[src/rtl/preq_pkg.sv]
package preq_pkg;
    typedef enum logic [1:0] {
        A_CTRL  = 2'd0,
        A_STAT  = 2'd1,
        A_MAX   = 2'd2,
        A_ALLOC = 2'd3
    } preq_addr_e;

    localparam int CTL_ON_BIT    = 0;
    localparam int CTL_FLUSH_BIT = 1;
    localparam int ST_FAIL_BIT   = 0;
    localparam int ST_UNEXP_BIT  = 1;
    localparam int ST_STOP_BIT   = 2;
endpackage

[src/rtl/preq_tracker.sv]
module preq_tracker #(
    parameter int GRP_W = 5,
    parameter int CNT_W = 6,
    localparam int NGRP = 1 << GRP_W
) (
    input  logic             clk,
    input  logic             rst_n,
    input  logic             issue,
    input  logic [GRP_W-1:0] issue_grp,
    input  logic             rsp_valid,
    input  logic [GRP_W-1:0] rsp_grp,
    input  logic             flush,
    output logic [NGRP-1:0]  busy,
    output logic [CNT_W-1:0] cnt,
    output logic             rsp_miss
);
    typedef struct packed {
        logic [NGRP-1:0]  busy;
        logic [CNT_W-1:0] cnt;
    } trk_t;

    trk_t trk_d, trk_q;
    logic rsp_hit;

    always_comb begin
        trk_d    = trk_q;
        rsp_hit  = rsp_valid && trk_q.busy[rsp_grp];
        rsp_miss = rsp_valid && !trk_q.busy[rsp_grp];
        if (flush) begin
            trk_d.busy = '0;
            trk_d.cnt  = '0;
        end else begin
            if (issue)   trk_d.busy[issue_grp] = 1'b1;
            if (rsp_hit) trk_d.busy[rsp_grp]   = 1'b0;
            trk_d.cnt = trk_q.cnt + CNT_W'(issue) - CNT_W'(rsp_hit);
        end
    end

    always_ff @(posedge clk or negedge rst_n) begin
        if (!rst_n) trk_q <= '0;
        else        trk_q <= trk_d;
    end

    assign busy = trk_q.busy;
    assign cnt  = trk_q.cnt;


    cnt_busy_chk: assert property (@(posedge clk) disable iff (!rst_n)
        trk_q.cnt == CNT_W'($countones(trk_q.busy)));


    miss_keeps_cnt_chk: assert property (@(posedge clk) disable iff (!rst_n)
        (rsp_miss && !issue && !flush) |=> (trk_q.cnt == $past(trk_q.cnt)));


    flush_empty_chk: assert property (@(posedge clk) disable iff (!rst_n)
        flush |=> (trk_q.cnt == '0 && trk_q.busy == '0));
endmodule

[src/rtl/preq_regs.sv]
module preq_regs
    import preq_pkg::*;
#(
    parameter int DATA_W  = 32,
    parameter int CNT_W   = 6,
    parameter int MAX_OUT = 32
) (
    input  logic              clk,
    input  logic              rst_n,
    input  logic              wr_en,
    input  logic [1:0]        addr,
    input  logic [DATA_W-1:0] wdata,
    output logic [DATA_W-1:0] rdata,
    input  logic              rsp_valid,
    input  logic              rsp_fail,
    input  logic              rsp_miss,
    input  logic [CNT_W-1:0]  cnt,
    output logic              on,
    output logic              hold,
    output logic [CNT_W-1:0]  alloc,
    output logic              flush
);
    typedef struct packed {
        logic             on;
        logic             hold;
        logic             fail;
        logic             unexp;
        logic [CNT_W-1:0] alloc;
    } rst_t;

    rst_t st_d, st_q;
    preq_addr_e sel;
    logic wr_ctrl, wr_stat, wr_alloc, stopped;

    always_comb begin
        sel      = preq_addr_e'(addr);
        wr_ctrl  = wr_en && (sel == A_CTRL);
        wr_stat  = wr_en && (sel == A_STAT);
        wr_alloc = wr_en && (sel == A_ALLOC);
        stopped  = !st_q.on && (cnt == '0);
        st_d     = st_q;

        if (wr_ctrl) st_d.on = wdata[CTL_ON_BIT];
        flush = wr_ctrl && wdata[CTL_FLUSH_BIT] && !st_q.on;

        if (!st_d.on)
            st_d.hold = 1'b0;
        else if (!st_q.on)
            st_d.hold = (cnt != '0);
        else
            st_d.hold = st_q.hold && (cnt != '0);

        if (wr_stat && wdata[ST_FAIL_BIT])  st_d.fail  = 1'b0;
        if (wr_stat && wdata[ST_UNEXP_BIT]) st_d.unexp = 1'b0;
        if (rsp_valid && rsp_fail)          st_d.fail  = 1'b1;
        if (rsp_miss)                       st_d.unexp = 1'b1;

        if (wr_alloc) begin
            if (wdata > DATA_W'(MAX_OUT)) st_d.alloc = CNT_W'(MAX_OUT);
            else                          st_d.alloc = wdata[CNT_W-1:0];
        end

        rdata = '0;
        unique case (sel)
            A_CTRL:  rdata[CTL_ON_BIT] = st_q.on;
            A_STAT: begin
                rdata[ST_FAIL_BIT]  = st_q.fail;
                rdata[ST_UNEXP_BIT] = st_q.unexp;
                rdata[ST_STOP_BIT]  = stopped;
            end
            A_MAX:   rdata = DATA_W'(MAX_OUT);
            A_ALLOC: rdata = DATA_W'(st_q.alloc);
            default: rdata = '0;
        endcase
    end

    always_ff @(posedge clk or negedge rst_n) begin
        if (!rst_n) st_q <= '0;
        else        st_q <= st_d;
    end

    assign on    = st_q.on;
    assign hold  = st_q.hold;
    assign alloc = st_q.alloc;


    stop_hidden_chk: assert property (@(posedge clk) disable iff (!rst_n)
        (sel == A_STAT && st_q.on) |-> !rdata[ST_STOP_BIT]);


    fail_set_chk: assert property (@(posedge clk) disable iff (!rst_n)
        (rsp_valid && rsp_fail) |=> st_q.fail);


    alloc_cap_chk: assert property (@(posedge clk) disable iff (!rst_n)
        st_q.alloc <= CNT_W'(MAX_OUT));
endmodule

[src/rtl/preq_gate.sv]
module preq_gate #(
    parameter int GRP_W = 5,
    parameter int CNT_W = 6,
    localparam int NGRP = 1 << GRP_W
) (
    input  logic             req_valid,
    input  logic [GRP_W-1:0] req_grp,
    input  logic             on,
    input  logic             hold,
    input  logic [CNT_W-1:0] cnt,
    input  logic [CNT_W-1:0] alloc,
    input  logic [NGRP-1:0]  busy,
    output logic             grant
);
    logic room, grp_free;

    always_comb begin
        room     = (cnt < alloc);
        grp_free = !busy[req_grp];
        grant    = req_valid && on && !hold && room && grp_free;
    end
endmodule

[src/rtl/preq_engine.sv]
module preq_engine #(
    parameter int DATA_W  = 32,
    parameter int GRP_W   = 5,
    parameter int MAX_OUT = 32,
    localparam int CNT_W  = $clog2(MAX_OUT + 1),
    localparam int NGRP   = 1 << GRP_W
) (
    input  logic              clk,
    input  logic              rst_n,
    input  logic              reg_we,
    input  logic [1:0]        reg_addr,
    input  logic [DATA_W-1:0] reg_wdata,
    output logic [DATA_W-1:0] reg_rdata,
    input  logic              req_valid,
    input  logic [GRP_W-1:0]  req_grp,
    output logic              req_grant,
    input  logic              rsp_valid,
    input  logic [GRP_W-1:0]  rsp_grp,
    input  logic              rsp_fail
);
    logic             on, hold, flush, rsp_miss;
    logic [CNT_W-1:0] cnt, alloc;
    logic [NGRP-1:0]  busy;

    preq_regs #(.DATA_W(DATA_W), .CNT_W(CNT_W), .MAX_OUT(MAX_OUT)) u_regs (
        .clk(clk), .rst_n(rst_n), .wr_en(reg_we), .addr(reg_addr),
        .wdata(reg_wdata), .rdata(reg_rdata), .rsp_valid(rsp_valid),
        .rsp_fail(rsp_fail), .rsp_miss(rsp_miss), .cnt(cnt), .on(on),
        .hold(hold), .alloc(alloc), .flush(flush)
    );

    preq_gate #(.GRP_W(GRP_W), .CNT_W(CNT_W)) u_gate (
        .req_valid(req_valid), .req_grp(req_grp), .on(on), .hold(hold),
        .cnt(cnt), .alloc(alloc), .busy(busy), .grant(req_grant)
    );

    preq_tracker #(.GRP_W(GRP_W), .CNT_W(CNT_W)) u_trk (
        .clk(clk), .rst_n(rst_n), .issue(req_grant), .issue_grp(req_grp),
        .rsp_valid(rsp_valid), .rsp_grp(rsp_grp), .flush(flush),
        .busy(busy), .cnt(cnt), .rsp_miss(rsp_miss)
    );


    alloc_limit_chk: assert property (@(posedge clk) disable iff (!rst_n)
        req_grant |-> (cnt < alloc));


    grant_on_chk: assert property (@(posedge clk) disable iff (!rst_n)
        req_grant |-> on);


    hold_blocks_chk: assert property (@(posedge clk) disable iff (!rst_n)
        hold |-> !req_grant);


    grant_counts_chk: assert property (@(posedge clk) disable iff (!rst_n)
        (req_grant && !rsp_valid) |=> (cnt == $past(cnt) + CNT_W'(1)));
endmodule

[config.mk]
export PLATFORM = sky130hd
export DESIGN_NAME = preq_engine
export DESIGN_NICKNAME = d
export VERILOG_FILES = /design/src/rtl/preq_pkg.sv /design/src/rtl/preq_tracker.sv /design/src/rtl/preq_regs.sv /design/src/rtl/preq_gate.sv /design/src/rtl/preq_engine.sv
export SDC_FILE = /design/constraint.sdc
export NUM_CORES = 1
export LEC_CHECK = 0
export ABC_AREA = 0
export ABC_CLOCK_PERIOD_IN_PS = 4500
export CAP_MARGIN = 20
export CELL_PAD_IN_SITES_DETAIL_PLACEMENT = 0
export CELL_PAD_IN_SITES_GLOBAL_PLACEMENT = 2
export CORE_UTILIZATION = 25
export CTS_CLUSTER_SIZE = 20
export DETAILED_ROUTE_END_ITERATION = 6
export HOLD_SLACK_MARGIN = 0.15
export MAX_ROUTING_LAYER = met4
export PLACE_DENSITY = 0.75
export SETUP_SLACK_MARGIN = 0.15
export SYNTH_ARGS = -nofsm -noshare
export SYNTH_HDL_FRONTEND = slang
export SYNTH_SLANG_ARGS = --single-unit
[constraint.sdc]
create_clock -name clk -period 4.5 [get_ports clk]
set_input_delay 0.675 -clock clk [delete_from_list [all_inputs] [get_ports clk]]
set_output_delay 0.675 -clock clk [all_outputs]
set_load 0.01 [all_outputs]
-- Yosys cells after proc, flatten, opt, wreduce, memory -nomap -nowiden
Index checks and enable logic that the tools add are counted.
- bits in registers: 48
- output and inout port bits: 33
- $add $sub $neg: 2
- $lt $le $gt $ge: 6
- equality and inequality tests: 3
- multiplexer cells: 23
- bitwise gates (word level): 3
- reduce and logical (&&, ||, !) cells: 27
- operators by type and width (cell ; number):
    $mux 32 ; 3
    $mux 38 ; 1
    $and 32x32->32 ; 1
    $gt 32x6->1 const B ; 1
    $not 32->32 ; 1
    $or 32x32->32 ; 1
    $logic_and 1x1->1 ; 18
    $lt 5x6->1 const B ; 2
    $mux 1 ; 11
    $bmux 1 s5 ; 2
    $demux 1 s5 ; 2
    $ge 5x1->1 const B ; 2
    $add 6x1->6 ; 1
    $logic_not 6->1 ; 1
    $lt 6x6->1 ; 1
    $mux 6 ; 1
    $pmux 3 s2 ; 1
    $reduce_bool 6->1 ; 1
    $sub 6x1->6 ; 1
    $eq 2x2->1 const B ; 2
    $logic_not 1->1 ; 4
    $pmux 1 s4 ; 1
    $pmux 2 s2 ; 1
    $reduce_bool 2->1 ; 2
    2 further kinds ; 2

-- Depth between registers and ports, before layout
Gate-level depths: netlist of run 1.
- depth after elaboration: 10
- mapped depth: 17

-- Hierarchy
A second synthesis of run 1 with hierarchy kept.
- cells, all modules: 355
- area, all modules: 3489.6 um^2
- by module, submodules not included (module ; instances ; cells an instance ; area each (um^2) ; sequential area each (um^2)):
    preq_tracker ; 1 ; 218 ; 2233.4 ; 950.9
    preq_regs ; 1 ; 97 ; 819.5 ; 250.2
    preq_gate ; 1 ; 40 ; 436.7 ; 0.0

-- Worst setup path before layout of run 1
OpenSTA, ideal clock, no wires.
- path type: input-to-reg
- from: input port rsp_grp[1]
- to: register u_trk.trk_q (netlist bit u_trk.cnt[4])
- setup time: 0.136 ns
- data arrival time: 3.414 ns
- data required time: 4.364 ns
- path slack: 0.951 ns
- stages: 14
- cells stage by stage: buf_6 -> mux4_2 -> a211o_1 -> o311a_4 -> buf_6 -> ha_1 -> inv_1 -> ha_1 -> fa_1 -> a21oi_1 -> nor2_1 -> nor2_1 -> xor2_1 -> nor2_1
- RTL lines (what ; line ; text):
    start: declaration ; preq_engine.sv:18 ; input logic [GRP_W-1:0] rsp_grp,
    end signal: assignment ; preq_tracker.sv:41 ; else trk_q <= trk_d;
    end: declaration ; preq_tracker.sv:22 ; trk_t trk_d, trk_q;

==> metrics.yaml, run 1 <==
synth:
  synthFlopType: "dfrtp_1"
  synth_area_leaders: "dfrtp_1, a311oi_1, buf_4"
  synth_common_cells: "dfrtp_1, buf_4, a311oi_1"
  avgSynthCellArea_sq_um: 10.1
  synth_seq_area_share_pct: 32.9
  ys_ff_latch: 48
  synth_warnings: 0
  synth_edf_count: 0
  yosys.area.top_type: "dfrtp_1"
  synth_top_area_share_pct: 32.9
  synth.most_common_cell: "dfrtp_1"
  synth_area_sq_um: 3650
  ys_types: 53
  ys_async_sr_fraction_pct: 100
  synthCells: 363
route:
  num_vias: 3101
  ant_nets: 0
  viasPerCell: 5.27
  drtIter0Drc: 372
  routedWlPerCell_microns: 18.1
  drc: 0
  routed_wl_mm: 10.6
  firstDrtPassIters: 4
sta:
  worstMarginPinSlew_ns: 0.953
  skew_ns: 0.00534
  setup_viol: 0
  grt_setup_unrepaired: "no"
  finalHoldViolations: 0
  slew_viol_final: 0
  post-route-period-util_pct: 87.1
  period_minus_slack_ns: 3.92
  max-slew-margin-rel_pct: 36.3
  fmax_mhz: 255
  setup_tns_ns: 0
power_and_ir_drop:
  intPower_uw: 1030
  max-vdd-ir-drop_v: 0.000175
  power_frac_comb_pct: 39.6
  p_sw_share_pct: 35.5
  power_switching_uw: 566
  power.density_nw_per_um2: 361
  seqPwrFrac_pct: 36.4
  pwr-share-clk_pct: 24.0
  p_leak_uw: 0.00176
place:
  placed_cell_area_sq_um: 4260
  port_buffers: 56
  gp_congestion: 0.863
  hpwl_mm: 7.55
die:
  die_w_microns: 123
  core_area_sq_um: 14000
  die_h_microns: 123
  dieArea_sq_um: 15100
  rows: 43
  io_pins: 83
  initial_utilization_pct: 26.0
finish:
  final_util_pct: 31.4
  multi_input_area_sq_um: 2100
  n_antenna_cell: 0
  nFillCells: 1457
  stdcell_area_sq_um: 4410
  syn_to_final_growth_pct: 20.8
  finalNetCount: 471
  layout-drive-gt1-share_pct: 12.0
  seq_area_sq_um: 1200
worst_setup_path:
  critical_path_class: "input port to register"
  cp_common_cell: "nor2_1"
  critPathCaptureType: "register"
  critPathSlowestCell: "clkdlybuf4s50_1"
  arrival_ns: 4.07
  startpoint_type: "input port"
  cp_slowest_stage_delay_ns: 0.57
  crit_path_cell_trace: "clkdlybuf4s50_1, buf_4, mux4_2, and3b_1, a311oi_1, nand3_1, o311a_4, ha_1, inv_1, ha_1, fa_1, a21oi_1, nor2_1, nor2_1, xor2_1, nor2_1"
  cp.required_ns: 4.65
  critPathBufInv: 3
  worstPathMaxFanout: 11
  critPathTopFamily: "adder cells"
global_route:
  grt-ovfl-total: 0
  grt_use_total_pct: 15.0
  grt_max_degree: 49
  grt_pass1_vias: 2968
  grt_pass1_wl_mm: 16.7
  antenna_found_initial: 0
clock_tree:
  htree_levels: 2
  clk_pin_slew_worst_paths_ns: 0.06
  cts_sinks: 48
  cts_resized: 0
  numCtsBuffers: 5
  cts_buffer_depth: 2
  clk_latency_ns: 0.29
  post_cts_buffers: 0
  ctsHoldBuffers: 0
  cts_tree: "done"
  cts_root_buf: "clkbuf_16"
hold_path:
  hp-class: "input port to async pin"
job:
  drv_cap: 0
run_status:
  outcome: "complete, no violations"
-- cell type report --
type | instances | share of cell area (%)
well taps | 180 | 5.10
inverters | 14 | 1.19
clock buffers | 8 | 3.32
multi-input cells | 264 | 47.5
flip-flops and latches | 48 | 27.2
repair buffers | 74 | 15.7
-- routing by layer --
metal	wire length [microns]	global-route usage, %	vias up	share of wire, %
li1	-	-	1448	-
met1	4890	21.2	1528	46
met2	4840	21.8	117	45
met3	789	1.95	8	7.4
met4	125	5.03	0	1.2
met5	0	-	-	0
-- worst paths after layout --
check                          startpoint             end  slack (ns)  cells after the start
max                            rsp_grp[1]    u_trk.cnt[4]        0.58                     16
min                                 rst_n  u_trk.busy[27]        0.48                      2
max reg2reg                u_trk.busy[14]    u_trk.cnt[4]        1.22                     14
min reg2reg                u_regs.st_q[7]  u_regs.st_q[7]        0.49                      1
max in group asynchronous           rst_n  u_regs.st_q[6]        3.55                      2
min in group clk           u_regs.st_q[7]  u_regs.st_q[7]        0.49                      1
-- per-stage QoR --
step / std cells / total power [uW] / worst slack (ns) / hold slack [ns]
after floorplan: 388 / 1060 / 0.951 / 0.379
after global placement: 579 / 1210 / 0.390 / 0.483
after detailed placement: 579 / 1220 / 0.319 / 0.486
after CTS: 587 / 1610 / 0.603 / 0.500
after global routing: 588 / 1710 / 0.407 / 0.508
final: 588 / 1590 / 0.583 / 0.477
-- logic make-up (layout without fill, tap and decap cells) --
logic type | Yosys count | in the layout | share of synthesized area (%)
other | 1 | 26 | 0.103
adders and majority gates | 14 | 14 | 5.00
and+or+nand+nor | 91 | 91 | 15.0
DFF | 48 | 48 | 32.9
muxes | 29 | 29 | 10.2
AOI/OAI and AO/OA | 100 | 100 | 23.4
buffers and inverters | 76 | 96 | 12.4
xor gates and xnor gates | 4 | 4 | 0.960
-- power groups by stage --
stage / clock network (uW) / logic [uW] / registers, uW
after floorplan: 0 / 497 / 560
after global placement: 0 / 619 / 590
after detailed placement: 0 / 630 / 587
after CTS: 394 / 633 / 579
after global routing: 410 / 710 / 591
final: 382 / 631 / 580
-- flip-flops by register name, summed over array words and instances (netlist names) --
name and count:
u_trk.busy 32, u_regs.alloc 6, u_trk.cnt 6, u_regs.st_q 2
u_regs.hold 1, u_regs.on 1
-- cells in the final DEF, fill, tap and decap left out, types with 6 or more instances in the layout --
master            n
nor2_1           14
buf_4            18
inv_1            14
mux2i_1          17
a22o_1            8
a41oi_1          20
and3_1            6
a31oi_1          13
mux2_2            6
and3b_1           8
ha_1             13
mux4_2            6
nor4_1            9
nor2b_1          12
a311oi_2          8
nand3_1           7
clkdlybuf4s50_1  55
a311oi_1         25
conb_1           26
nor3b_1           7
a21oi_1           8
dfrtp_1          48
nor3_1            7
-- worst register-to-register path, stage by stage (launching register included) --
cell and delay, ns:
dfrtp_1 0.41, mux4_2 0.47, and3b_1 0.18, a311oi_1 0.27, nand3_1 0.17, o311a_4 0.19, ha_1 0.27, inv_1 0.04
ha_1 0.21, fa_1 0.41, a21oi_1 0.16, nor2_1 0.05, nor2_1 0.10, xor2_1 0.16, nor2_1 0.06
Power figures use the tool's default switching activity.
==> inputs of run 2 (changes only) <==
- ABC_CLOCK_PERIOD_IN_PS: 4500 -> 5000
- CTS_CLUSTER_DIAMETER: unset -> 30
- clock period: 4.5 -> 5 ns (I/O delays scaled with it)
==> run 2 against run 1 <==
Compared with the run above:
- total power down 10%
- wire length rose by 0.65%
- first-iteration DRC count down 27%
- die area unchanged
- largest power group unchanged
- clock skew is 0.0024 ns higher
==> metrics.yaml, run 2 (synthesis results as in run 1) <==
sta:
  fmax_mhz: 239
  finalHoldViolations: 0  # unchanged
  post-route-period-util_pct: 83.5
  worst_hold_slack_ns: 0.323  # -0.153 ns
  setup_viol: 0  # unchanged
  max-slew-margin-rel_pct: 28.2  # -8.2 points
  grt_setup_unrepaired: "no"
  slew_viol_final: 0  # unchanged
  worstMarginPinSlew_ns: 1.08  # +0.122 ns
  setup_tns_ns: 0  # unchanged
  skew_ns: 0.00771  # +0.00237 ns
  period_minus_slack_ns: 4.18
worst_setup_path:
  crit_path_cell_trace: "clkdlybuf4s50_1, mux4_2, and3b_1, a311oi_1, nand3_1, o311a_4, ha_1, inv_1, ha_1, fa_1, a21oi_1, nor2_1, nor2_1, xor2_1, nor2_1"
  critical_path_class: "input port to register"
  cp_common_cell: "nor2_1"
  arrival_ns: 4.34  # +0.27 ns
  worst_r2r_path_depth: 14  # unchanged
  startpoint_type: "input port"
  critPathCaptureType: "register"
  critPathSlowestCell: "clkdlybuf4s50_1"
  cp_slowest_stage_delay_ns: 0.81  # +0.24 ns
  cp.required_ns: 5.16  # +0.51 ns
  worstPathMaxFanout: 13  # +2
clock_tree:
  post_cts_buffers: 0  # unchanged
  htree_levels: 2  # unchanged
  cts_buffer_depth: 2  # unchanged
  numCtsBuffers: 5  # unchanged
  cts_root_buf: "clkbuf_16"
  clk_latency_ns: 0.29  # about the same
  ctsHoldBuffers: 0  # unchanged
  cts_resized: 0  # unchanged
  cts_sinks: 48  # unchanged
  clk_pin_slew_worst_paths_ns: 0.07  # about the same
  cts_tree: "done"
route:
  routedWlPerCell_microns: 18.4  # +1.9%
  firstDrtPassIters: 4  # unchanged
  drc: 0  # unchanged
  viasPerCell: 5.29  # +0.39%
  ant_nets: 0  # unchanged
  num_vias: 3076  # -0.81%
  routed_wl_mm: 10.7  # +0.65%
  drtIter0Drc: 272  # -27%
finish:
  layout-drive-gt1-share_pct: 11.0  # -1.0 points
  n_antenna_cell: 0  # unchanged
  syn_to_final_growth_pct: 20.0
  largest_reg_flops: 32  # unchanged
  finalNetCount: 465  # -1.3%
  final_common_cell: "clkdlybuf4s50_1"
  final_cell_mix: "clkdlybuf4s50_1, dfrtp_1, conb_1"
  final_util_pct: 31.2  # -0.22 points
power_and_ir_drop:
  intPower_uw: 920  # -10%
  pwr-share-clk_pct: 23.9  # about the same
  power_switching_uw: 509  # -10%
  power.density_nw_per_um2: 326  # -9.6%
  power_frac_comb_pct: 39.6  # about the same
  max-vdd-ir-drop_v: 0.000158  # -10%
  p_leak_uw: 0.00174  # -1.3%
  p_sw_share_pct: 35.6  # +0.11 points
  seqPwrFrac_pct: 36.5  # about the same
hold_path:
  hp-class: "input port to async pin"
die:
  dieArea_sq_um: 15100  # unchanged
  core_area_sq_um: 14000  # unchanged
  die_w_microns: 123  # unchanged
  die_h_microns: 123  # unchanged
  initial_utilization_pct: 26.0  # unchanged
  io_pins: 83  # unchanged
  rows: 43  # unchanged
place:
  hpwl_mm: 7.63  # +1.0%
  gp_congestion: 0.869  # +0.66%
  port_buffers: 56  # unchanged
global_route:
  grt_pass1_wl_mm: 16.8  # +0.74%
  grt_max_degree: 49  # unchanged
  grt-ovfl-total: 0  # unchanged
  grt_pass1_vias: 3041  # +2.5%
  grt_use_total_pct: 14.9  # -0.086 points
  antenna_found_initial: 0  # unchanged
job:
  drv_cap: 0  # unchanged
run_status:
  outcome: "complete, no violations"
## run 2: cell types whose count changed in the layout (fill, tap and decap cells not counted)
cell | before | now
buf_4 | 18 | 11
clkbuf_1 | 2 | 0
buf_12 | 0 | 1
clkinv_4 | 0 | 1
## run 2: layout make-up
type | instances | area [sq um]
inverters | 14 | 52.6
clock buffers | 6 | 139
multi-input cells | 264 | 2100
repair buffers | 68 | 658
well taps | 180 | 225
flip-flops and latches | 48 | 1200
fillers | 1415 | 9660
clock inverters | 1 | 8.76
## run 2: routing by layer
layer	GRT usage, %	up-vias	part of all wire [%]
met1	19.8	1497	45
met2	23.5	128	47
met3	2.00	9	6.7
met4	4.57	0	1.2
met5	-	-	0
li1	-	1442	-
## run 2: power by group through the flow
stage                     combinational [uW]  clock (uW)  sequential, uW
final                                    566         342             522
after global routing                     636         365             531
after global placement                   554           0             529
after CTS                                565         349             521
after detailed placement                 564           0             527
after floorplan                          447           0             504
## run 2: final timing paths
check	startpoint	to	slack (ns)
hold / removal	rst_n	u_trk.busy[24]	0.32
hold reg to reg	u_regs.st_q[7]	u_regs.st_q[7]	0.52
min in group clk	u_regs.st_q[7]	u_regs.st_q[7]	0.52
max in group asynchronous	rst_n	u_trk.busy[19]	4.18
setup / recovery	rsp_grp[0]	u_trk.cnt[4]	0.82
setup reg to reg	u_trk.busy[15]	u_trk.cnt[4]	1.80
## run 2: critical path: cells and delay by family
family          cells  cell delay [ns]
fa+ha+maj           3             0.90
buf+inv             2             0.85
mux                 1             0.58
compound gates      3             0.57
simple gates        5             0.53
xor+xnor            1             0.15
## run 2: per-stage QoR
step	setup WS, ns	instances	power [uW]	area [sq um]
6_report	0.823	581	1430	4380
5_1_grt	0.597	581	1530	4380
4_1_cts	0.815	580	1430	4360
3_5_place_dp	0.530	573	1090	4210
3_3_place_gp	0.580	573	1080	4210
2_1_floorplan	1.38	388	951	3740
==> inputs of run 3 (changes only) <==
- ABC_CLOCK_PERIOD_IN_PS: 5000 -> 3750
- PLACE_DENSITY: 0.75 -> 0.78
- clock period: 5 -> 3.75 ns (I/O delays scaled with it)
==> run 3 against run 2 <==
Compared with the run above:
- sequential power is 34% higher
- hold slack better by 0.045 ns
- die area unchanged
- combinational power grew 39%
- first-iteration DRC count down 24%
- total power is 35% higher
- via count is 1.3% higher
- clock power grew 30%
- non-clock buffer count is 11 higher
- wire length fell by 0.92%
- clock skew rose by 0.00055 ns
- critical endpoint unchanged
- highest routed layer unchanged
==> metrics.yaml, run 3 (synthesis results as in run 1) <==
run_status:
  outcome: "complete, no violations"
route:
  viasPerCell: 5.25  # -0.78%
  routedWlPerCell_microns: 17.9  # -2.9%
  routed_wl_mm: 10.6  # -0.92%
  firstDrtPassIters: 4  # unchanged
  drtIter0Drc: 206  # -24%
  ant_nets: 0  # unchanged
  drc: 0  # unchanged
  num_vias: 3115  # +1.3%
die:
  die_h_microns: 123  # unchanged
  io_pins: 83  # unchanged
  core_area_sq_um: 14000  # unchanged
  rows: 43  # unchanged
  dieArea_sq_um: 15100  # unchanged
  initial_utilization_pct: 26.0  # unchanged
  die_w_microns: 123  # unchanged
sta:
  slew_viol_final: 0  # unchanged
  fmax_mhz: 288
  skew_ns: 0.00826  # +0.000548 ns
  post-route-period-util_pct: 92.5
  period_minus_slack_ns: 3.47
  finalHoldViolations: 0  # unchanged
  worst_hold_slack_ns: 0.368  # +0.0448 ns
  worstMarginPinSlew_ns: 0.915  # -0.160 ns
  grt_setup_unrepaired: "no"
  max-slew-margin-rel_pct: 38.8  # +11 points
  setup_ws_ns: 0.282  # -0.541 ns
  setup_tns_ns: 0  # unchanged
  setup_viol: 0  # unchanged
finish:
  finalNetCount: 476  # +2.4%
  largest_reg_flops: 32  # unchanged
  n_antenna_cell: 0  # unchanged
  layout-drive-gt1-share_pct: 15.0  # +4.0 points
  finalNonFillerCells: 593  # +2.1%
  stdcell_area_sq_um: 4500  # +2.6%
  final_cell_mix: "clkdlybuf4s50_1, dfrtp_1, conb_1"
  final_common_cell: "clkdlybuf4s50_1"
  syn_to_final_growth_pct: 23.1
clock_tree:
  numCtsBuffers: 5  # unchanged
  cts_tree: "done"
  cts_root_buf: "clkbuf_16"
  cts_buffer_depth: 2  # unchanged
  cts_sinks: 48  # unchanged
  ctsHoldBuffers: 0  # unchanged
  post_cts_buffers: 0  # unchanged
  htree_levels: 2  # unchanged
  clk_latency_ns: 0.29  # about the same
  clk_pin_slew_worst_paths_ns: 0.06  # about the same
power_and_ir_drop:
  seqPwrFrac_pct: 36.1  # -0.4 points
  power.density_nw_per_um2: 430  # +32%
  intPower_uw: 1240  # +34%
  pwr-share-clk_pct: 23.1  # -0.8 points
  p_sw_share_pct: 36.0  # +0.42 points
  power_switching_uw: 696  # +37%
  max-vdd-ir-drop_v: 0.000202  # +28%
  p_leak_uw: 0.00183  # +5.2%
  power_frac_comb_pct: 40.8  # +1.2 points
worst_setup_path:
  startpoint_type: "input port"
  critical_path_class: "input port to register"
  critPathCaptureType: "register"
  worstPathMaxFanout: 7  # -6
  cp.required_ns: 3.91  # -1.25 ns
  arrival_ns: 3.62  # -0.72 ns
global_route:
  grt_pass1_wl_mm: 17.2  # +2.3%
  grt_pass1_vias: 3183  # +4.7%
  grt-ovfl-total: 0  # unchanged
  antenna_found_initial: 0  # unchanged
  grt_use_total_pct: 15.1  # +0.24 points
  grt_max_degree: 49  # unchanged
place:
  placed_cells: 585  # +2.1%
  placed_cell_area_sq_um: 4320  # +2.4%
  gp_congestion: 0.877  # +0.99%
  place_ws_ns: -0.190  # -0.720 ns
  port_buffers: 56  # unchanged
  hpwl_mm: 7.71  # +1.1%
job:
  drv_cap: 0  # unchanged
hold_path:
  hp-class: "input port to async pin"
[run 3: cell types whose count changed in the layout (fill, tap and decap cells not counted), sizes merged]
| cell | previous run | this run |
|---|---|---|
| buf | 13 | 24 |
| clkdlybuf4s50 | 55 | 52 |
| dlymetal6s2s | 0 | 3 |
| clkinv | 1 | 3 |
| clkbuf | 6 | 5 |
[run 3: through the flow]
stage	utilization [%]	total power [uW]
4_1_cts	31.8	1940
2_1_floorplan	-	1270
5_1_grt	32.0	2070
6_report	32.0	1930
3_5_place_dp	30.7	1480
3_3_place_gp	30.7	1470
[run 3: repair_timing]
action	4_1_cts	5_1_grt
gates resized for setup	4	7
endpoints found under the setup margin	2	4
endpoints found under the hold margin	0	0
pin swaps	1	1
[run 3: worst paths after layout]
check	start	end	slack, ns	cells past startpoint
min in group clk	u_regs.st_q[7]	u_regs.st_q[7]	0.50	1
setup reg to reg	u_trk.busy[12]	u_trk.cnt[4]	0.64	14
setup / recovery	rsp_grp[4]	u_trk.cnt[4]	0.28	16
hold / removal	rst_n	u_trk.busy[12]	0.37	2
hold reg to reg	u_regs.st_q[7]	u_regs.st_q[7]	0.50	1
max in group asynchronous	rst_n	u_trk.cnt[4]	2.94	2
[run 3: layout make-up]
type                            count  area [sq um]
Multi-Input combinational cell    264          2120
Clock inverter                      3          18.8
Clock buffer                        5           125
Tap cell                          180           225
Timing Repair Buffer               79           756
Inverter                           14          52.6
Sequential cell                    48          1200
Fill cell                        1411          9550
[run 3: power by group through the flow]
stage               logic (uW)  clock network [uW]  registers, uW
floorplan                  596                   0            672
global placement           765                   0            707
detailed placement         771                   0            705
CTS                        781                 461            697
global route               880                 476            710
finish                     789                 446            697
[run 3: routing by layer]
| layer | wire length, microns | share of wire [%] | track usage [%] |
|---|---|---|---|
| met1 | 4900 | 46 | 20.5 |
| met2 | 4940 | 47 | 23.6 |
| met3 | 565 | 5.3 | 1.53 |
| met4 | 209 | 2.0 | 4.95 |
| met5 | 0 | 0 | - |
[run 3: critical path, cell delays in order]
cell	delay, ns
clkdlybuf4s50_1	0.66
buf_4	0.18
mux2i_1	0.17
nor4_1	0.07
a311oi_2	0.24
nand3_1	0.17
o311a_4	0.19
ha_1	0.27
inv_1	0.04
ha_1	0.21
fa_2	0.36
a21oi_1	0.15
nor2_1	0.05
nor2_1	0.11
xor2_1	0.15
nor2_1	0.05
